`src/rtl/p2p_cmd_pkg.sv`:
```
package p2p_cmd_pkg;

  typedef enum logic [2:0] {
    ST_IDLE,
    ST_ADDR,
    ST_WRITE,
    ST_READ,
    ST_SKIP
  } link_state_e;

  // opcode nibbles (upper half of an instruction byte)
  localparam logic [3:0] OPC_DIV    = 4'h1;
  localparam logic [3:0] OPC_SLEEP  = 4'h2;
  localparam logic [3:0] OPC_CLKOUT = 4'h3;
  localparam logic [3:0] OPC_FAST   = 4'h4;
  localparam logic [3:0] OPC_LOAD   = 4'h8;

  typedef struct packed {
    logic div_stop;
    logic sleep;
    logic clk_out;
    logic fast;
  } ctrl_t;

endpackage

```
`src/rtl/p2p_line_sampler.sv`:
```
module p2p_line_sampler #(
  parameter int SYNC_STAGES = 2
) (
  input  logic clk,
  input  logic rst_n,
  input  logic scl_i,
  input  logic sda_i,
  output logic scl_s,
  output logic sda_s,
  output logic scl_rise,
  output logic scl_fall,
  output logic bus_start,
  output logic bus_stop
);

  logic [SYNC_STAGES-1:0] scl_pipe;
  logic [SYNC_STAGES-1:0] sda_pipe;
  logic                   scl_q;
  logic                   sda_q;

  generate
    if (SYNC_STAGES > 1) begin : g_multi
      always_ff @(posedge clk or negedge rst_n) begin
        if (!rst_n) begin
          scl_pipe <= '1;
          sda_pipe <= '1;
        end else begin
          scl_pipe <= {scl_pipe[SYNC_STAGES-2:0], scl_i};
          sda_pipe <= {sda_pipe[SYNC_STAGES-2:0], sda_i};
        end
      end
    end else begin : g_single
      always_ff @(posedge clk or negedge rst_n) begin
        if (!rst_n) begin
          scl_pipe <= '1;
          sda_pipe <= '1;
        end else begin
          scl_pipe <= scl_i;
          sda_pipe <= sda_i;
        end
      end
    end
  endgenerate

  assign scl_s = scl_pipe[SYNC_STAGES-1];
  assign sda_s = sda_pipe[SYNC_STAGES-1];

  always_ff @(posedge clk or negedge rst_n) begin
    if (!rst_n) begin
      scl_q <= 1'b1;
      sda_q <= 1'b1;
    end else begin
      scl_q <= scl_s;
      sda_q <= sda_s;
    end
  end

  assign scl_rise  = scl_s & ~scl_q;
  assign scl_fall  = ~scl_s & scl_q;
  assign bus_start = scl_s & scl_q & sda_q & ~sda_s;
  assign bus_stop  = scl_s & scl_q & ~sda_q & sda_s;

endmodule

```
`src/rtl/p2p_cmd_decode.sv`:
```
module p2p_cmd_decode
  import p2p_cmd_pkg::*;
#(
  parameter  int CNT_W = 24,
  localparam int NB    = CNT_W / 8,
  localparam int IW    = $clog2(NB + 1)
) (
  input  logic          clk,
  input  logic          rst_n,
  input  logic          seq_clear,
  input  logic          byte_valid,
  input  logic [7:0]    byte_data,
  output ctrl_t         ctrl,
  output logic          ld_valid,
  output logic [NB-1:0] ld_sel,
  output logic [7:0]    ld_data
);

  logic [IW-1:0] params_left;

  always_ff @(posedge clk or negedge rst_n) begin
    if (!rst_n) begin
      ctrl        <= '0;
      params_left <= '0;
      ld_valid    <= 1'b0;
      ld_sel      <= '0;
      ld_data     <= '0;
    end else begin
      ld_valid <= 1'b0;
      if (seq_clear) begin
        params_left <= '0;
      end else if (byte_valid) begin
        if (params_left != '0) begin
          // parameter byte: lanes run from the top byte downward
          ld_valid    <= 1'b1;
          ld_sel      <= NB'(1) << (params_left - IW'(1));
          ld_data     <= byte_data;
          params_left <= params_left - IW'(1);
        end else if (byte_data == {OPC_LOAD, 4'h0}) begin
          params_left <= IW'(NB);
        end else if (byte_data[3:1] == 3'b000) begin
          case (byte_data[7:4])
            OPC_DIV:    ctrl.div_stop <= byte_data[0];
            OPC_SLEEP:  ctrl.sleep    <= byte_data[0];
            OPC_CLKOUT: ctrl.clk_out  <= byte_data[0];
            OPC_FAST:   ctrl.fast     <= byte_data[0];
            default:    ;
          endcase
        end
      end
    end
  end

endmodule

```
`src/rtl/p2p_cmd_slave.sv`:
```
module p2p_cmd_slave
  import p2p_cmd_pkg::*;
#(
  parameter int         SYNC_STAGES = 2,
  parameter int         CNT_W       = 24,
  parameter logic [6:0] DEV_ADDR    = 7'h50
) (
  input  logic               clk,
  input  logic               rst_n,
  input  logic               scl_i,
  input  logic               sda_i,
  input  logic [CNT_W-1:0]   cnt_value,
  output logic               sda_o,
  output logic               sda_oe,
  output logic               div_stop,
  output logic               sleep_en,
  output logic               clk_out_en,
  output logic               fast_en,
  output logic               ld_valid,
  output logic [CNT_W/8-1:0] ld_sel,
  output logic [7:0]         ld_data,
  output logic               access_active
);

  localparam int NB = CNT_W / 8;
  localparam int LW = (NB > 1) ? $clog2(NB) : 1;

  logic scl_s, sda_s, scl_rise, scl_fall, bus_start, bus_stop;
  logic seq_clear;

  link_state_e state;
  logic [3:0]  bitcnt;
  logic [7:0]  shreg;
  logic [7:0]  txbyte;
  logic [LW-1:0] lane;
  logic [LW-1:0] lane_nxt;
  logic        rd_dir;
  logic        rd_more;
  logic        byte_valid;
  logic [7:0]  byte_q;
  ctrl_t       ctrl;

  logic [7:0] lane_bytes [NB];

  p2p_line_sampler #(.SYNC_STAGES(SYNC_STAGES)) u_sampler (
    .clk       (clk),
    .rst_n     (rst_n),
    .scl_i     (scl_i),
    .sda_i     (sda_i),
    .scl_s     (scl_s),
    .sda_s     (sda_s),
    .scl_rise  (scl_rise),
    .scl_fall  (scl_fall),
    .bus_start (bus_start),
    .bus_stop  (bus_stop)
  );

  assign seq_clear = bus_start | bus_stop;

  p2p_cmd_decode #(.CNT_W(CNT_W)) u_decode (
    .clk        (clk),
    .rst_n      (rst_n),
    .seq_clear  (seq_clear),
    .byte_valid (byte_valid),
    .byte_data  (byte_q),
    .ctrl       (ctrl),
    .ld_valid   (ld_valid),
    .ld_sel     (ld_sel),
    .ld_data    (ld_data)
  );

  assign div_stop   = ctrl.div_stop;
  assign sleep_en   = ctrl.sleep;
  assign clk_out_en = ctrl.clk_out;
  assign fast_en    = ctrl.fast;

  // lane 0 is the most significant byte of the counter
  generate
    for (genvar g = 0; g < NB; g++) begin : g_lane
      assign lane_bytes[g] = cnt_value[CNT_W-1-8*g -: 8];
    end
  endgenerate

  assign lane_nxt = (lane == LW'(NB - 1)) ? '0 : lane + LW'(1);

  always_ff @(posedge clk or negedge rst_n) begin
    if (!rst_n) begin
      state         <= ST_IDLE;
      bitcnt        <= '0;
      shreg         <= '0;
      txbyte        <= '0;
      lane          <= '0;
      rd_dir        <= 1'b0;
      rd_more       <= 1'b0;
      byte_valid    <= 1'b0;
      byte_q        <= '0;
      sda_o         <= 1'b1;
      sda_oe        <= 1'b0;
      access_active <= 1'b0;
    end else begin
      byte_valid <= 1'b0;
      if (bus_start || bus_stop) begin
        state         <= bus_start ? ST_ADDR : ST_IDLE;
        bitcnt        <= '0;
        sda_oe        <= 1'b0;
        sda_o         <= 1'b1;
        access_active <= 1'b0;
      end else begin
        case (state)
          ST_ADDR, ST_WRITE: begin
            if (scl_rise) begin
              if (bitcnt < 4'd8) begin
                shreg  <= {shreg[6:0], sda_s};
                bitcnt <= bitcnt + 4'd1;
                if (state == ST_ADDR && bitcnt == 4'd7) begin
                  rd_dir <= sda_s;
                  if (shreg[6:0] != DEV_ADDR) state <= ST_SKIP;
                end
              end else if (bitcnt == 4'd8) begin
                // ninth clock: the acknowledge cycle
                bitcnt <= 4'd9;
                if (state == ST_ADDR) begin
                  access_active <= 1'b1;
                end else begin
                  byte_valid <= 1'b1;
                  byte_q     <= shreg;
                end
              end
            end else if (scl_fall) begin
              if (bitcnt == 4'd8) begin
                sda_oe <= 1'b1;
                sda_o  <= 1'b0;
              end else if (bitcnt == 4'd9) begin
                bitcnt <= '0;
                if (state == ST_ADDR && rd_dir) begin
                  state  <= ST_READ;
                  lane   <= '0;
                  txbyte <= lane_bytes[0];
                  sda_oe <= 1'b1;
                  sda_o  <= lane_bytes[0][7];
                end else begin
                  state  <= ST_WRITE;
                  sda_oe <= 1'b0;
                  sda_o  <= 1'b1;
                end
              end
            end
          end

          ST_READ: begin
            if (scl_rise) begin
              if (bitcnt < 4'd8) begin
                bitcnt <= bitcnt + 4'd1;
              end else if (bitcnt == 4'd8) begin
                bitcnt  <= 4'd9;
                rd_more <= ~sda_s;
              end
            end else if (scl_fall) begin
              if (bitcnt >= 4'd1 && bitcnt <= 4'd7) begin
                sda_o <= txbyte[3'd7 - bitcnt[2:0]];
              end else if (bitcnt == 4'd8) begin
                sda_oe <= 1'b0;
                sda_o  <= 1'b1;
              end else if (bitcnt == 4'd9) begin
                bitcnt <= '0;
                if (rd_more) begin
                  lane   <= lane_nxt;
                  txbyte <= lane_bytes[lane_nxt];
                  sda_oe <= 1'b1;
                  sda_o  <= lane_bytes[lane_nxt][7];
                end else begin
                  state <= ST_SKIP;
                end
              end
            end
          end

          default: ;
        endcase
      end
    end
  end

endmodule

```
`config.mk`:
```
export PLATFORM = sky130hd
export DESIGN_NAME = p2p_cmd_slave
export DESIGN_NICKNAME = d
export VERILOG_FILES = /design/src/rtl/p2p_cmd_pkg.sv /design/src/rtl/p2p_line_sampler.sv /design/src/rtl/p2p_cmd_decode.sv /design/src/rtl/p2p_cmd_slave.sv
export SDC_FILE = /design/constraint.sdc
export NUM_CORES = 1
export LEC_CHECK = 0
export BUFFER_PORTS_ARGS = -buffer_cell sky130_fd_sc_hd__buf_4
export CAP_MARGIN = 20
export CORE_MARGIN = 3
export CORE_UTILIZATION = 43
export DETAILED_ROUTE_END_ITERATION = 16
export PLACE_DENSITY = 0.7
export SETUP_SLACK_MARGIN = 0.2
export SYNTH_ARGS = -nofsm -noshare
export SYNTH_HDL_FRONTEND = slang
export SYNTH_SLANG_ARGS = --single-unit
```
`constraint.sdc`:
```
create_clock -name clk -period 2.1 [get_ports clk]
set_input_delay 0.42 -clock clk [delete_from_list [all_inputs] [get_ports clk]]
set_output_delay 0.42 -clock clk [all_outputs]
set_load 0.05 [all_outputs]
```
==> run summary, run 1 <==
status -> complete, no violations
Core Region -> 7370 um2
max-cap viol count -> 0
yosys warns -> 0
Peak VDD IR -> 0.554 mV
CP top delay family -> flip-flops
Setup Skew -> 9.23 ps
end-of-flow core utilization -> 59.6%
wire per inst -> 15.4 um
Least-Margin Pin Slew -> 633 ps
GRT Total Usage -> 16.9%
Critical path buffers and inverters -> 2
Post-Syn Area per Cell -> 11.7 um2
Crit path required time -> 2320 ps
Num Clock Sinks -> 63
syn_nets -> 322
Final min period -> 1980 ps
TritonRoute pass-1 iters -> 4
Max Slew Vio Count -> 0
Post-synth EDFFs -> 0
Skew-Pair Late Insertion Delay -> 340 ps
M1 WL -> 3.36 mm
synthesized instance count -> 283
Die H -> 93.7 um
IO Count -> 47
Vias/cell -> 5.25
clk slew on worst S/H paths -> 80 ps
H-Tree Level Count -> 3
Area growth syn-to-layout -> 33.0%
leak pwr -> 2.01 nW
Final ANT Viol Nets -> 0
TNS Setup -> 0 ps
crit path cell chain -> inv_2 -> ha_4 -> nor2b_4 -> nand2_2 -> nor4_4 -> buf_6 -> mux2_4
RSZ-0062 raised after global routing -> yes
Routed WL -> 7.10 mm
Port Buffers -> 46
Max-slew headroom -> 57.4%
filler cell count -> 602
CP peak stage delay -> 560 ps
top_reg_cell synth -> dfrtp_1
Via Count -> 2,424
total power -> 0.00332 W
Initial DRC Count -> 90
post-synth top area share -> 42.4%
Initial Util -> 44.8%
largest net degree at the start of global routing -> 37
share of layout cells above drive strength 1 -> 51.2%
Seq/Total Area, Yosys -> 48.0%
top cells by area, synth -> dfrtp_1 (42%), mux2_2 (15%), dfstp_2 (5.6%)
Slowest-stage cell, CP -> dfstp_2
Post-Syn Area -> 3300 um2
top-count cell post-synth -> dfrtp_1
Startpoint Class -> flip-flop
num rows -> 31
vias in the first global route -> 2,473
Crit Path Max Fanout -> 9
cell taking the most area after synthesis -> dfrtp_1
CTS Root Cell -> clkbuf_8
Remaining DRCs -> 0
Seq cells post-synth -> 63
CTS tree -> done
fmax -> 506 MHz
initial antenna violation count -> 0
CTS Hold Bufs -> 0
count of unique library cells instantiated by Yosys -> 60
Die W -> 93.7 um
Worst Hold Class -> input port to async pin
met2 WL -> 3.51 mm
DIE AREA -> 8770 um2
Final Cycle Share -> 94.1%
most frequent cells after synthesis -> dfrtp_1 (56), mux2_2 (44), nor2_1 (18), nand2_1 (16), mux2i_1 (14)
Worst EP arrival -> 2190 ps
PwrDens -> 755 nW/um2
Fin. Hold Viols -> 0
placed cell count -> 437
Antenna Cells -> 0
GRT overflow -> 0
final setup violation count -> 0
number of clock buffers inserted by TritonCTS -> 9
nets -> 397
Worst Setup End Kind -> flip-flop
global-route wire length before repair -> 11.7 mm
Final Wtd Congestion -> 0.797
WS Path Type -> flip-flop to flip-flop
met3 routed WL -> 134 um
Cell Count, Final, Fillers Out -> 462
CTS max path bufs -> 2
share of synthesized registers carrying an async set or reset -> 100%
DP HPWL -> 4.98 mm
highest metal layer with signal wires -> met4
-- logic make-up (layout without fill, tap and decap cells) --
group / count (synthesis) / after routing / share of synthesized area, %
simple gates: 78 / 78 / 14.3
flops: 63 / 63 / 48.0
mux: 58 / 58 / 19.2
compound gates: 46 / 46 / 10.5
buf+inv: 25 / 105 / 3.37
fa+ha+maj: 11 / 11 / 4.17
xor+xnor: 2 / 2 / 0.530
-- power breakdown --
part	switching [W]	internal (W)	total (W)
logic	0.000341	0.000398	0.000739
clock network	0.000500	0.000584	0.00108
registers	0.000147	0.00135	0.00149
-- per-stage QoR --
| stage | area [um2] | worst slack [ps] | hold slack, ps |
|---|---|---|---|
| after floorplan | 3370 | 109 | 124 |
| after global placement | 3930 | 34.7 | 346 |
| after detailed placement | 3930 | 32.5 | 349 |
| after CTS | 4280 | 128 | 28.7 |
| after global routing | 4390 | 43.1 | 42.5 |
| final | 4390 | 124 | 22.4 |
-- worst paths after layout --
check | from | end | slack [ps] | cells after the start
max | u_sampler.scl_q | txbyte[2] | 120 | 7
min | rst_n | u_decode.ld_sel[1] | 20 | 1
max reg2reg | u_sampler.scl_q | txbyte[2] | 120 | 7
min reg2reg | u_sampler.scl_pipe[0] | u_sampler.scl_pipe[1] | 360 | 0
max in group asynchronous | rst_n | u_sampler.scl_pipe[0] | 1470 | 2
min in group clk | sda_i | u_sampler.sda_pipe[0] | 190 | 1
-- timing repair --
item                                    in CTS  in global routing
setup buffers                                7                  0
gates resized for setup                     21                 26
gates cloned                                 1                  1
pin swaps                                    4                  6
endpoints found under the setup margin      29                 49
-- flip-flops by register name (all words and copies together) (netlist names) --
signal,cells
u_decode.ld_valid,1
txbyte,8
u_sampler.scl_q,1
byte_q,8
byte_valid,1
shreg,8
u_sampler.sda_pipe,2
u_decode.ctrl,4
rd_dir,1
u_decode.ld_data,8
lane,2
rd_more,1
sda_oe,1
u_decode.ld_sel,3
bitcnt,4
u_sampler.scl_pipe,2
u_sampler.sda_q,1
access_active,1
state,3
u_decode.params_left,2
sda_o,1
-- cell usage in the layout, fill, tap and decap left out, types with 4 or more instances in the layout --
cell type / netlist / layout
a21oi_1: 13 / 11
buf_4: 3 / 72
buf_6: 0 / 4
clkbuf_8: 0 / 10
clkinvlp_4: 0 / 4
dfrtp_1: 56 / 51
dfrtp_2: 0 / 5
dfstp_2: 7 / 7
ha_1: 11 / 6
inv_1: 12 / 9
mux2_2: 44 / 34
mux2_4: 0 / 10
mux2i_1: 14 / 14
nand2_1: 16 / 14
nand4_1: 4 / 4
nor2_1: 18 / 18
o21ai_0: 9 / 6
-- routing by layer --
| layer | track usage [%] | vias to the layer above |
|---|---|---|
| li1 | - | 1183 |
| met1 | 22.9 | 1211 |
| met2 | 26.5 | 20 |
| met3 | 3.45 | 10 |
| met4 | 7.22 | 0 |
| met5 | 0 | - |
-- layout make-up --
| cell class | count | area [um2] | share of cell area (%) |
|---|---|---|---|
| sequential | 63 | 1590 | 36.2 |
| inverter | 12 | 50.0 | 1.14 |
| timing repair buffer | 77 | 606 | 13.8 |
| multi-input combinational | 195 | 1820 | 41.3 |
| tap | 99 | 124 | 2.82 |
| clock inverter | 6 | 68.8 | 1.57 |
| clock buffer | 10 | 138 | 3.13 |
Power figures use the tool's default switching activity.
==> run 2, diff against run 1 <==
- BUFFER_PORTS_ARGS: -buffer_cell sky130_fd_sc_hd__buf_4 -> -buffer_cell sky130_fd_sc_hd__buf_2
==> run summary, run 2 (synthesis gave the netlist of run 1 again) <==
status -> complete, no violations (unchanged)
Core Region -> 7370 um2 (unchanged)
leak pwr -> 2.02 nW (was 2.01 nW)
Worst Hold Class -> input port to async pin (unchanged)
Die W -> 93.7 um (unchanged)
Fin. Hold Viols -> 0 (unchanged)
Remaining DRCs -> 0 (unchanged)
met1 usage -> 22.5% (was 22.9%)
H-Tree Level Count -> 3 (unchanged)
WS Path Type -> flip-flop to flip-flop (unchanged)
busiest grt layer -> met2 (unchanged)
IO Count -> 47 (unchanged)
GRT Total Usage -> 16.8% (was 16.9%)
final setup violation count -> 0 (unchanged)
Startpoint Class -> flip-flop (unchanged)
DIE AREA -> 8770 um2 (unchanged)
Vias/cell -> 5.24 (was 5.25)
number of clock buffers inserted by TritonCTS -> 9 (unchanged)
Max Slew Vio Count -> 0 (unchanged)
CTS tree -> done (unchanged)
Setup Skew -> 9.46 ps (was 9.23 ps)
GRT overflow -> 0 (unchanged)
num rows -> 31 (unchanged)
Antenna Cells -> 0 (unchanged)
Initial DRC Count -> 149 (was 90)
Peak VDD IR -> 0.551 mV (was 0.554 mV)
DP HPWL -> 4.86 mm (was 4.98 mm)
Slowest-stage cell, CP -> dfstp_2 (unchanged)
filler cell count -> 602 (unchanged)
Final Cycle Share -> 96.1% (was 94.1%)
Critical path buffers and inverters -> 2 (unchanged)
wire per inst -> 15.0 um (was 15.4 um)
share of layout cells above drive strength 1 -> 51.2% (about the same)
Clock power frac -> 29.1% (was 32.7%)
M3 GR Usage -> 3.21% (was 3.45%)
switching share of power -> 30.3% (was 29.8%)
max-cap viol count -> 0 (unchanged)
Final min period -> 2020 ps (was 1980 ps)
initial antenna violation count -> 0 (unchanged)
most common cell after layout, fill and taps aside -> dfrtp_1 (was buf_4)
Port Buffers -> 46 (unchanged)
multi-input combinational cell area -> 1790 um2 (was 1820 um2)
Reg area -> 1590 um2 (about the same)
Max-slew headroom -> 63.4% (was 57.4%)
nets -> 401 (was 397)
Worst EP arrival -> 2240 ps (was 2190 ps)
Num Clock Sinks -> 63 (unchanged)
Via Count -> 2,443 (was 2,424)
Routed WL -> 7.00 mm (was 7.10 mm)
PwrDens -> 735 nW/um2 (was 755 nW/um2)
TritonRoute pass-1 iters -> 4 (unchanged)
internal power -> 0.00219 W (was 0.00233 W)
Worst Setup End Kind -> flip-flop (unchanged)
Crit path required time -> 2320 ps (about the same)
CTS max path bufs -> 2 (unchanged)
global-route wire length before repair -> 11.6 mm (was 11.7 mm)
Least-Margin Pin Slew -> 544 ps (was 633 ps)
CP top delay family -> flip-flops (unchanged)
TNS Setup -> 0 ps (unchanged)
Reg power frac -> 46.8% (was 45.0%)
CTS Root Cell -> clkbuf_8 (unchanged)
Cell Count, Final, Fillers Out -> 466 (was 462)
GR Util met2 -> 26.6% (was 26.5%)
RSZ-0062 raised after global routing -> yes (unchanged)
Die H -> 93.7 um (unchanged)
clk slew on worst S/H paths -> 70 ps (was 80 ps)
placed cell count -> 437 (unchanged)
fmax -> 496 MHz (was 506 MHz)
P_sw -> 0.000954 W (was 0.000988 W)
Skew-Pair Late Insertion Delay -> 340 ps (about the same)
most frequent cells in the layout -> dfrtp_1 (52), buf_2 (46), mux2_2 (37) (was buf_4 (72), dfrtp_1 (51), mux2_2 (34))
Crit Path Max Fanout -> 5 (was 9)
vias in the first global route -> 2,400 (was 2,473)
largest net degree at the start of global routing -> 64 (was 37)
Final Wtd Congestion -> 0.851 (was 0.797)
total power -> 0.00315 W (was 0.00332 W)
Area growth syn-to-layout -> 29.6% (was 33.0%)
Initial Util -> 44.8% (unchanged)
crit path cell chain -> inv_2 -> ha_4 -> nor2b_4 -> nand2_2 -> nor4_4 -> bufbuf_16 -> mux2_2 (was inv_2 -> ha_4 -> nor2b_4 -> nand2_2 -> nor4_4 -> buf_6 -> mux2_4)
Comb pwr share -> 24.1% (was 22.3%)
Final ANT Viol Nets -> 0 (unchanged)
CP peak stage delay -> 560 ps (about the same)
run 2: cell count changes in the layout (fill, tap and decap cells not counted), sizes merged:
| cell | before | now |
|---|---|---|
| buf | 77 | 80 |
| bufinv | 1 | 0 |
| inv | 13 | 12 |
| clkbuf | 10 | 12 |
| bufbuf | 0 | 1 |
| clkinv | 0 | 3 |
| clkinvlp | 4 | 1 |
run 2: power groups by stage:
| stage | Combinational (W) | Clock, W | Sequential, W |
|---|---|---|---|
| floorplan | 0.000501 | 0 | 0.00145 |
| global placement | 0.000653 | 0 | 0.00148 |
| detailed placement | 0.000671 | 0 | 0.00149 |
| CTS | 0.000724 | 0.000934 | 0.00147 |
| global route | 0.000825 | 0.000999 | 0.00150 |
| finish | 0.000759 | 0.000915 | 0.00147 |
run 2: per-stage QoR:
| step | hold WS, ps | area [um2] | worst slack, ps | utilization (%) |
|---|---|---|---|---|
| 6_report | 67.0 | 4280 | 82.7 | 58.1 |
| 3_3_place_gp | 356 | 3840 | 94.0 | 52.1 |
| 4_1_cts | 90.6 | 4170 | 104 | 56.6 |
| 2_1_floorplan | 124 | 3370 | 109 | - |
| 3_5_place_dp | 353 | 3840 | 54.2 | 52.1 |
| 5_1_grt | 104 | 4280 | 3.61 | 58.1 |
run 2: final cells by class:
type	count	share of cell area, %
multi-input cells	195	41.8
flip-flops and latches	63	37.1
repair buffers	81	13.1
clock buffers	12	3.39
well taps	99	2.89
inverters	12	1.17
clock inverters	4	0.526
run 2: worst paths after layout:
| kind | depth (start not counted) | slack [ps] | endpoint | from |
|---|---|---|---|---|
| setup / recovery | 7 | 80 | txbyte[4] | u_sampler.scl_q |
| hold / removal | 2 | 70 | u_decode.ld_sel[1] | rst_n |
| setup reg to reg | 7 | 80 | txbyte[4] | u_sampler.scl_q |
| hold reg to reg | 0 | 360 | u_sampler.sda_pipe[1] | u_sampler.sda_pipe[0] |
| max in group asynchronous | 2 | 1700 | sda_o | rst_n |
| min in group clk | 1 | 170 | u_sampler.scl_pipe[0] | scl_i |
run 2: what timing repair did:
action	CTS	global route
buffers inserted	7	4
gates cloned	1	1
pin swaps	1	7
resized for setup	18	22
hold buffers	0	0
endpoints found under the setup margin	29	47
run 2: layer usage:
layer  routed length [um]  part of all wire (%)
met1                 3260                    47
met2                 3440                    49
met3                  170                   2.4
met4                  131                   1.9
met5                    0                     0
